==> config.mk <==
export PLATFORM = sky130hd
export DESIGN_NAME = irq_vec_reg
export DESIGN_NICKNAME = d
export VERILOG_FILES = /design/src/rtl/irqv_pkg.sv /design/src/rtl/irqv_regs.sv /design/src/rtl/irqv_arb.sv /design/src/rtl/irqv_out.sv /design/src/rtl/irq_vec_reg.sv
export SDC_FILE = /design/constraint.sdc
export NUM_CORES = 1
export LEC_CHECK = 0
export BUFFER_PORTS_ARGS = -buffer_cell sky130_fd_sc_hd__buf_2
export CAP_MARGIN = 25
export CELL_PAD_IN_SITES_DETAIL_PLACEMENT = 0
export CELL_PAD_IN_SITES_GLOBAL_PLACEMENT = 1
export CORE_AREA = 3 3 50 64
export CTS_CLUSTER_SIZE = 40
export DETAILED_ROUTE_END_ITERATION = 6
export DIE_AREA = 0 0 53 67
export PLACE_DENSITY_LB_ADDON = 0.1
export SLEW_MARGIN = 20
export SYNTH_ARGS = -nofsm -noshare
export SYNTH_HDL_FRONTEND = slang
export SYNTH_SLANG_ARGS = --single-unit
==> constraint.sdc <==
create_clock -name clk -period 1 [get_ports clk]
set_clock_uncertainty 0.15 [all_clocks]
set_input_delay 0.15 -clock clk [delete_from_list [all_inputs] [get_ports clk]]
set_output_delay 0.15 -clock clk [all_outputs]
set_load 0.05 [all_outputs]
==> src/rtl/irqv_pkg.sv <==
package irqv_pkg;
    localparam int DATA_W  = 16;
    localparam int VEC_W   = 8;
    localparam int LVL_W   = 3;
    localparam int LVL_LSB = 8;
    localparam int BE_W    = DATA_W / 8;
    localparam logic [VEC_W-1:0] VEC_RST = 8'h0F;

    typedef enum logic {
        SRC_SCI = 1'b0,
        SRC_SPI = 1'b1
    } src_e;

    typedef struct packed {
        logic [LVL_W-1:0] lvl;
        logic [VEC_W-1:1] vec_hi;
    } cfg_t;

    function automatic logic [DATA_W-1:0] pack_read(input cfg_t c);
        logic [DATA_W-1:0] r;
        r = '0;
        r[LVL_LSB +: LVL_W] = c.lvl;
        r[VEC_W-1:1] = c.vec_hi;
        r[0] = 1'b1;
        return r;
    endfunction
endpackage

==> src/rtl/irqv_regs.sv <==
module irqv_regs
    import irqv_pkg::*;
(
    input  logic              clk,
    input  logic              rst,
    input  logic              wr,
    input  logic [BE_W-1:0]   be,
    input  logic [DATA_W-1:0] wdata,
    output cfg_t              cfg
);
    always_ff @(posedge clk) begin
        if (rst) begin
            cfg.lvl    <= '0;
            cfg.vec_hi <= VEC_RST[VEC_W-1:1];
        end else if (wr) begin
            if (be[1]) cfg.lvl    <= wdata[LVL_LSB +: LVL_W];
            if (be[0]) cfg.vec_hi <= wdata[VEC_W-1:1];
        end
    end
endmodule

==> src/rtl/irqv_arb.sv <==
module irqv_arb
    import irqv_pkg::*;
(
    input  logic clk,
    input  logic rst,
    input  logic spi_req,
    input  logic sci_req,
    input  logic iack,
    output logic spi_pend,
    output logic sci_pend,
    output src_e grant
);
    logic iack_q;
    logic ack_first;
    src_e grant_now;
    src_e grant_q;
    logic clr_spi;
    logic clr_sci;

    assign ack_first = iack & ~iack_q;
    assign grant_now = spi_pend ? SRC_SPI : SRC_SCI;
    assign grant     = ack_first ? grant_now : grant_q;
    assign clr_spi   = ack_first & (grant_now == SRC_SPI);
    assign clr_sci   = ack_first & (grant_now == SRC_SCI);

    always_ff @(posedge clk) begin
        if (rst) begin
            iack_q   <= 1'b0;
            grant_q  <= SRC_SCI;
            spi_pend <= 1'b0;
            sci_pend <= 1'b0;
        end else begin
            iack_q   <= iack;
            if (ack_first) grant_q <= grant_now;
            spi_pend <= spi_req | (spi_pend & ~clr_spi);
            sci_pend <= sci_req | (sci_pend & ~clr_sci);
        end
    end
endmodule

==> src/rtl/irqv_out.sv <==
module irqv_out
    import irqv_pkg::*;
(
    input  cfg_t             cfg,
    input  logic             iack,
    input  src_e             grant,
    input  logic             spi_pend,
    input  logic             sci_pend,
    output logic [VEC_W-1:0] vec_out,
    output logic [LVL_W-1:0] irq_level
);
    always_comb begin
        vec_out = '0;
        if (iack) vec_out = {cfg.vec_hi, grant};
    end

    always_comb begin
        irq_level = '0;
        if (spi_pend | sci_pend) irq_level = cfg.lvl;
    end
endmodule

==> src/rtl/irq_vec_reg.sv <==
module irq_vec_reg
    import irqv_pkg::*;
(
    input  logic              clk,
    input  logic              rst,
    input  logic              reg_wr,
    input  logic [BE_W-1:0]   reg_be,
    input  logic [DATA_W-1:0] reg_wdata,
    output logic [DATA_W-1:0] reg_rdata,
    input  logic              spi_req,
    input  logic              sci_req,
    input  logic              iack,
    output logic [VEC_W-1:0]  vec_out,
    output logic [LVL_W-1:0]  irq_level
);
    cfg_t cfg_w;
    logic spi_pend_w;
    logic sci_pend_w;
    src_e grant_w;

    irqv_regs u_regs (
        .clk(clk), .rst(rst), .wr(reg_wr), .be(reg_be),
        .wdata(reg_wdata), .cfg(cfg_w)
    );

    irqv_arb u_arb (
        .clk(clk), .rst(rst), .spi_req(spi_req), .sci_req(sci_req),
        .iack(iack), .spi_pend(spi_pend_w), .sci_pend(sci_pend_w),
        .grant(grant_w)
    );

    irqv_out u_out (
        .cfg(cfg_w), .iack(iack), .grant(grant_w),
        .spi_pend(spi_pend_w), .sci_pend(sci_pend_w),
        .vec_out(vec_out), .irq_level(irq_level)
    );

    assign reg_rdata = pack_read(cfg_w);
endmodule

==> metrics, run 1 <==
Hold Path Stages 3; Num Clock Sinks 14; met1 GRT Util 0.116; Post-Synthesis Cells 77; Non-Filler Cell Area, Final 1400 um2; Final Setup Violations 21; die height 67 um; Post-Syn Area 708 um2; final hold vios 0; Overall Global Routing Usage 0.115; Crit Path Category flip-flop to primary output; Critical Path RT 0.70 ns; outcome finished, violations left; antenna viol nets, final 0; I/O Pins 51; initial antenna violation count 0; CP endpoint kind primary output; Post-Route Utilization 0.529; Worst setup SP type flip-flop; switch share 0.336; # DRC 0; share of layout cells above drive strength 1 0.664; worst path cell trace mux2i_2 > nor2b_4 > buf_6; H-tree Lvls 1; Via Count 715; CTS root buf clkbuf_4; met2 usage 0.220; Comb power frac 0.359; sequential share of power 0.384; worst skew pair latency 0.28 ns; Max VDD drop 573 uV; RSZ-0062 raised after global routing yes; clock network power share 0.257; Arr. time, crit path 1.10 ns; Top Usage Layer GRT met2; largest net degree at the start of global routing 13; Routed WL 2020 um; FP Rows 21; gr ovfl total 0; highest-count cells in the layout ignoring fill and taps 17 x buf_2, 13 x buf_6, 13 x buf_8, 11 x dfxtp_4, 8 x dlygate4sd3_1; Power per Cell Area 1140 nW/um2; GR met3 Demand/Resource 0.0201; Yosys reg bits 14; PortBufs 38; depth of the most critical reg-to-reg path 2; max_cap viols 0; setup slack, reg-to-reg 0.01 ns; hpwl dp 1330 um; DRT Pass-1 Iters 3; Die Area 3550 um2; RePlAce Congestion 0.645; area grow syn2layout 98.1%; Static Leak 0.627 nW; n_diodes 0; Worst Hold Path EP u_regs.cfg[7]; Vias/cell 4.33; commonest non-fill, non-tap cell in the layout buf_2; drt first-iter violations 14; starting density of the core 0.267; Critical Path Slowest Stage Cell dfxtp_2; number of global-route vias before repair 615; Placeable Area 2650 um2; hold_sp reg_be[1]; Nets 156; Crit Path Max Fanout 2; CTS buffer count 3; Worst Hold Class input port to flip-flop; Post-Place Cell Area 1020 um2; Worst R2R Start u_arb.iack_q; routed len/inst 12.3 um; failing checks negative setup slack; YS warnings 0; max-slew violations 0; Worst path max stage delay 0.35 ns; clock slew at reported path FFs 0.09 ns; syn avg cell area 9.20 um2; first-pass GRT wire length 2910 um; worst setup margin -0.397 ns; Period minus WS final 1.40 ns; Max Freq 0.716 GHz; reg-to-reg endpoint u_arb.sci_pend; CTS tree done; Seq/Total Area, Yosys 0.396; Die X-Extent 53 um; clk buf depth 2; internal power component 1.06 mW; Sw Pwr 535 uW; crit share post-route 1.40; Unique masters post-synth 22
-- worst max path at each step --
stage	slack [ns]	start	to
4_1_cts	-0.42	u_arb.iack_q	vec_out[0]
5_1_grt	-0.46	u_arb.iack_q	vec_out[0]
2_1_floorplan	-0.07	u_regs.cfg[7]	irq_level[0]
6_report	-0.40	u_arb.iack_q	vec_out[0]
3_5_place_dp	-0.19	u_arb.spi_pend	irq_level[1]
3_3_place_gp	-0.18	u_arb.iack_q	vec_out[0]
-- per-stage QoR --
stage	setup WS, ns	TNS, ns	hold WS [ns]	power [mW]	instances
floorplan	-0.0725	-0.255	0.0716	0.958	81
global placement	-0.181	-1.20	0.246	1.05	148
detailed placement	-0.191	-1.24	0.254	1.05	148
CTS	-0.415	-4.23	0.00869	1.59	160
global route	-0.464	-5.29	0.0222	1.68	165
finish	-0.397	-4.30	0.0283	1.59	165
-- layer usage --
layer  routed length, um  vias up
li1                    -      363
met1                 742      330
met2                1180       20
met3                  81        2
met4                  21        0
met5                   0        -
-- flip-flops by register name, indices dropped and copies added (netlist names) --
name / flops
u_arb.grant_q: 1
u_arb.iack_q: 1
u_arb.sci_pend: 1
u_arb.spi_pend: 1
u_regs.cfg: 10
-- what timing repair did --
action,in CTS,in global routing
buffers inserted,0,5
resized for setup,59,9
endpoints found under the hold margin,8,0
pin swaps,1,0
hold buffers,8,0
setup endpoints to repair,22,24
-- critical path: cells and delay by family (launching register included) --
kind	cells	cell delay [ns]
buf+inv	1	0.15
flops	1	0.35
mux	1	0.26
simple gates	1	0.06
-- cells by family after synthesis --
| group | after synthesis | share of synthesized area |
|---|---|---|
| mux | 2 | 0.0283 |
| compound gates | 19 | 0.210 |
| simple gates | 29 | 0.231 |
| buf+inv | 11 | 0.124 |
| flops | 14 | 0.396 |
| other cells | 2 | 0.0106 |
-- Yosys cell counts (all sizes together) --
library cell,instances,area (um2)
a211o,3,26.3
a211oi,1,7.51
a21bo,7,70.1
a21oi,7,38.8
and2,7,43.8
and2b,1,7.51
and3,3,18.8
buf,10,83.8
conb,2,7.51
dfxtp,14,280
inv,1,3.75
mux2i,2,20.0
nand2,1,3.75
nand2b,2,12.5
nand3,7,35.0
nor2,3,11.3
nor2b,5,31.3
o22ai,1,6.26
-- power groups by stage --
stage / Sequential [mW] / Clock (mW) / Combinational [mW]
finish: 0.611 / 0.409 / 0.572
global route: 0.616 / 0.464 / 0.603
CTS: 0.615 / 0.435 / 0.538
detailed placement: 0.615 / 0 / 0.436
global placement: 0.614 / 0 / 0.436
floorplan: 0.686 / 0 / 0.272
-- layout make-up --
type                       instances  area [um2]
clock buffer                       4        36.3
fill                             252        1250
timing repair buffer              56         569
tap                               34        42.5
sequential                        14         324
multi-input combinational         56         427
inverter                           1        3.75
Power figures use the tool's default switching activity.
==> run 2, diff against run 1 <==
--- a/config.mk
+++ b/config.mk
@@ -14,6 +14,7 @@
 export DETAILED_ROUTE_END_ITERATION = 6
 export DIE_AREA = 0 0 53 67
 export PLACE_DENSITY_LB_ADDON = 0.1
+export SKIP_LAST_GASP = 1
 export SLEW_MARGIN = 20
 export SYNTH_ARGS = -nofsm -noshare
 export SYNTH_HDL_FRONTEND = slang
==> metrics, run 2 (synthesis gave the netlist of run 1 again) <==
outcome finished, violations left; failing checks negative setup slack; Fill cells 252; Crit Path Category flip-flop to primary output; Non-Filler Cell Area, Final 1400 um2; antenna viol nets, final 0; area grow syn2layout 98.1%; RePlAce Congestion 0.645; Placeable Area 2650 um2; Max VDD drop 573 uV; share of layout cells above drive strength 1 0.664; Overall Global Routing Usage 0.114; worst skew pair latency 0.28 ns; starting density of the core 0.267; commonest non-fill, non-tap cell in the layout buf_2; Worst Hold Class input port to flip-flop; clk buf depth 2; crit share post-route 1.40; I/O Pins 51; Nets 156; max-slew violations 0; die height 67 um; Via Count 714; Power per Cell Area 1140 nW/um2; CP endpoint kind primary output; max_cap viols 0; number of global-route vias before repair 612; DRT Pass-1 Iters 3; final hold vios 0; worst setup margin -0.397 ns; clock slew at reported path FFs 0.09 ns; Num Clock Sinks 14; largest net degree at the start of global routing 13; Max Freq 0.716 GHz; pre-CTS WS -0.191 ns; n_diodes 0; CTS tree done; H-tree Lvls 1; CTS root buf clkbuf_4; hpwl dp 1330 um; # DRC 0; Static Leak 0.627 nW; drt first-iter violations 14; Routed WL 2020 um; CTS buffer count 3; FP Rows 21; Die Area 3550 um2; Post-Place Cell Area 1020 um2; Final Setup Violations 21; routed len/inst 12.3 um; Period minus WS final 1.40 ns; Die X-Extent 53 um; max reg flops 10; Worst setup SP type flip-flop; setup slack, reg-to-reg 0.01 ns; Arr. time, crit path 1.10 ns; Biggest register u_regs.cfg; RSZ-0062 raised after global routing yes; PortBufs 38; first-pass GRT wire length 2900 um; initial antenna violation count 0; highest-count cells in the layout ignoring fill and taps 17 x buf_2, 13 x buf_6, 13 x buf_8, 11 x dfxtp_4, 8 x dlygate4sd3_1; Vias/cell 4.33; gr ovfl total 0; Critical Path RT 0.70 ns; Crit Path Max Fanout 2
[run 2: cell counts in the layout (fill, tap and decap cells not counted)]
No cell type changed its count.
[run 2: critical path, stage by stage (launching register included)]
cell,delay (ns)
dfxtp_2,0.35
mux2i_2,0.26
nor2b_4,0.06
buf_6,0.15
[run 2: through the flow]
step / setup TNS (ns) / cells / hold slack, ns / utilization / power, mW
6_report: -4.37 / 165 / 0.0284 / 0.529 / 1.59
5_1_grt: -5.36 / 165 / 0.0222 / 0.529 / 1.68
4_1_cts: -4.28 / 160 / 0.00869 / 0.498 / 1.59
3_5_place_dp: -1.24 / 148 / 0.254 / 0.386 / 1.05
3_3_place_gp: -1.20 / 148 / 0.246 / 0.386 / 1.05
2_1_floorplan: -0.255 / 81 / 0.0716 / - / 0.958
[run 2: area by class of cell]
cell class	count	area [um2]	area share
multi-input combinational	56	427	0.304
timing repair buffer	56	569	0.406
clock buffer	4	36.3	0.0259
sequential	14	324	0.231
tap	34	42.5	0.0303
inverter	1	3.75	0.00268
[run 2: layer usage]
metal | wire (um) | GRT usage
met1 | 747 | 0.115
met2 | 1180 | 0.220
met3 | 81 | 0.0201
met4 | 21 | 0.0479
met5 | 0 | 0
[run 2: what timing repair did]
| action | 4_1_cts | 5_1_grt |
|---|---|---|
| resized for setup | 57 | 12 |
| pin swaps | 1 | 1 |
| endpoints found under the setup margin | 22 | 24 |
| endpoints found under the hold margin | 8 | 0 |
| buffers inserted | 0 | 5 |
| hold buffers | 8 | 0 |
[run 2: power breakdown]
part / internal, mW / leakage [nW] / switching [mW] / total (mW)
clock: 0.221 / 0.0210 / 0.188 / 0.409
combinational: 0.257 / 0.484 / 0.315 / 0.572
sequential: 0.579 / 0.122 / 0.0325 / 0.611
total: 1.06 / 0.627 / 0.535 / 1.59
[run 2: worst paths after layout]
check / to / depth (start not counted) / from
worst max-delay path: vec_out[0] / 3 / u_arb.iack_q
worst max register to register: u_arb.sci_pend / 2 / u_arb.iack_q
worst min-delay path: u_regs.cfg[7] / 3 / reg_be[1]
worst min register to register: u_regs.cfg[2] / 1 / u_regs.cfg[2]
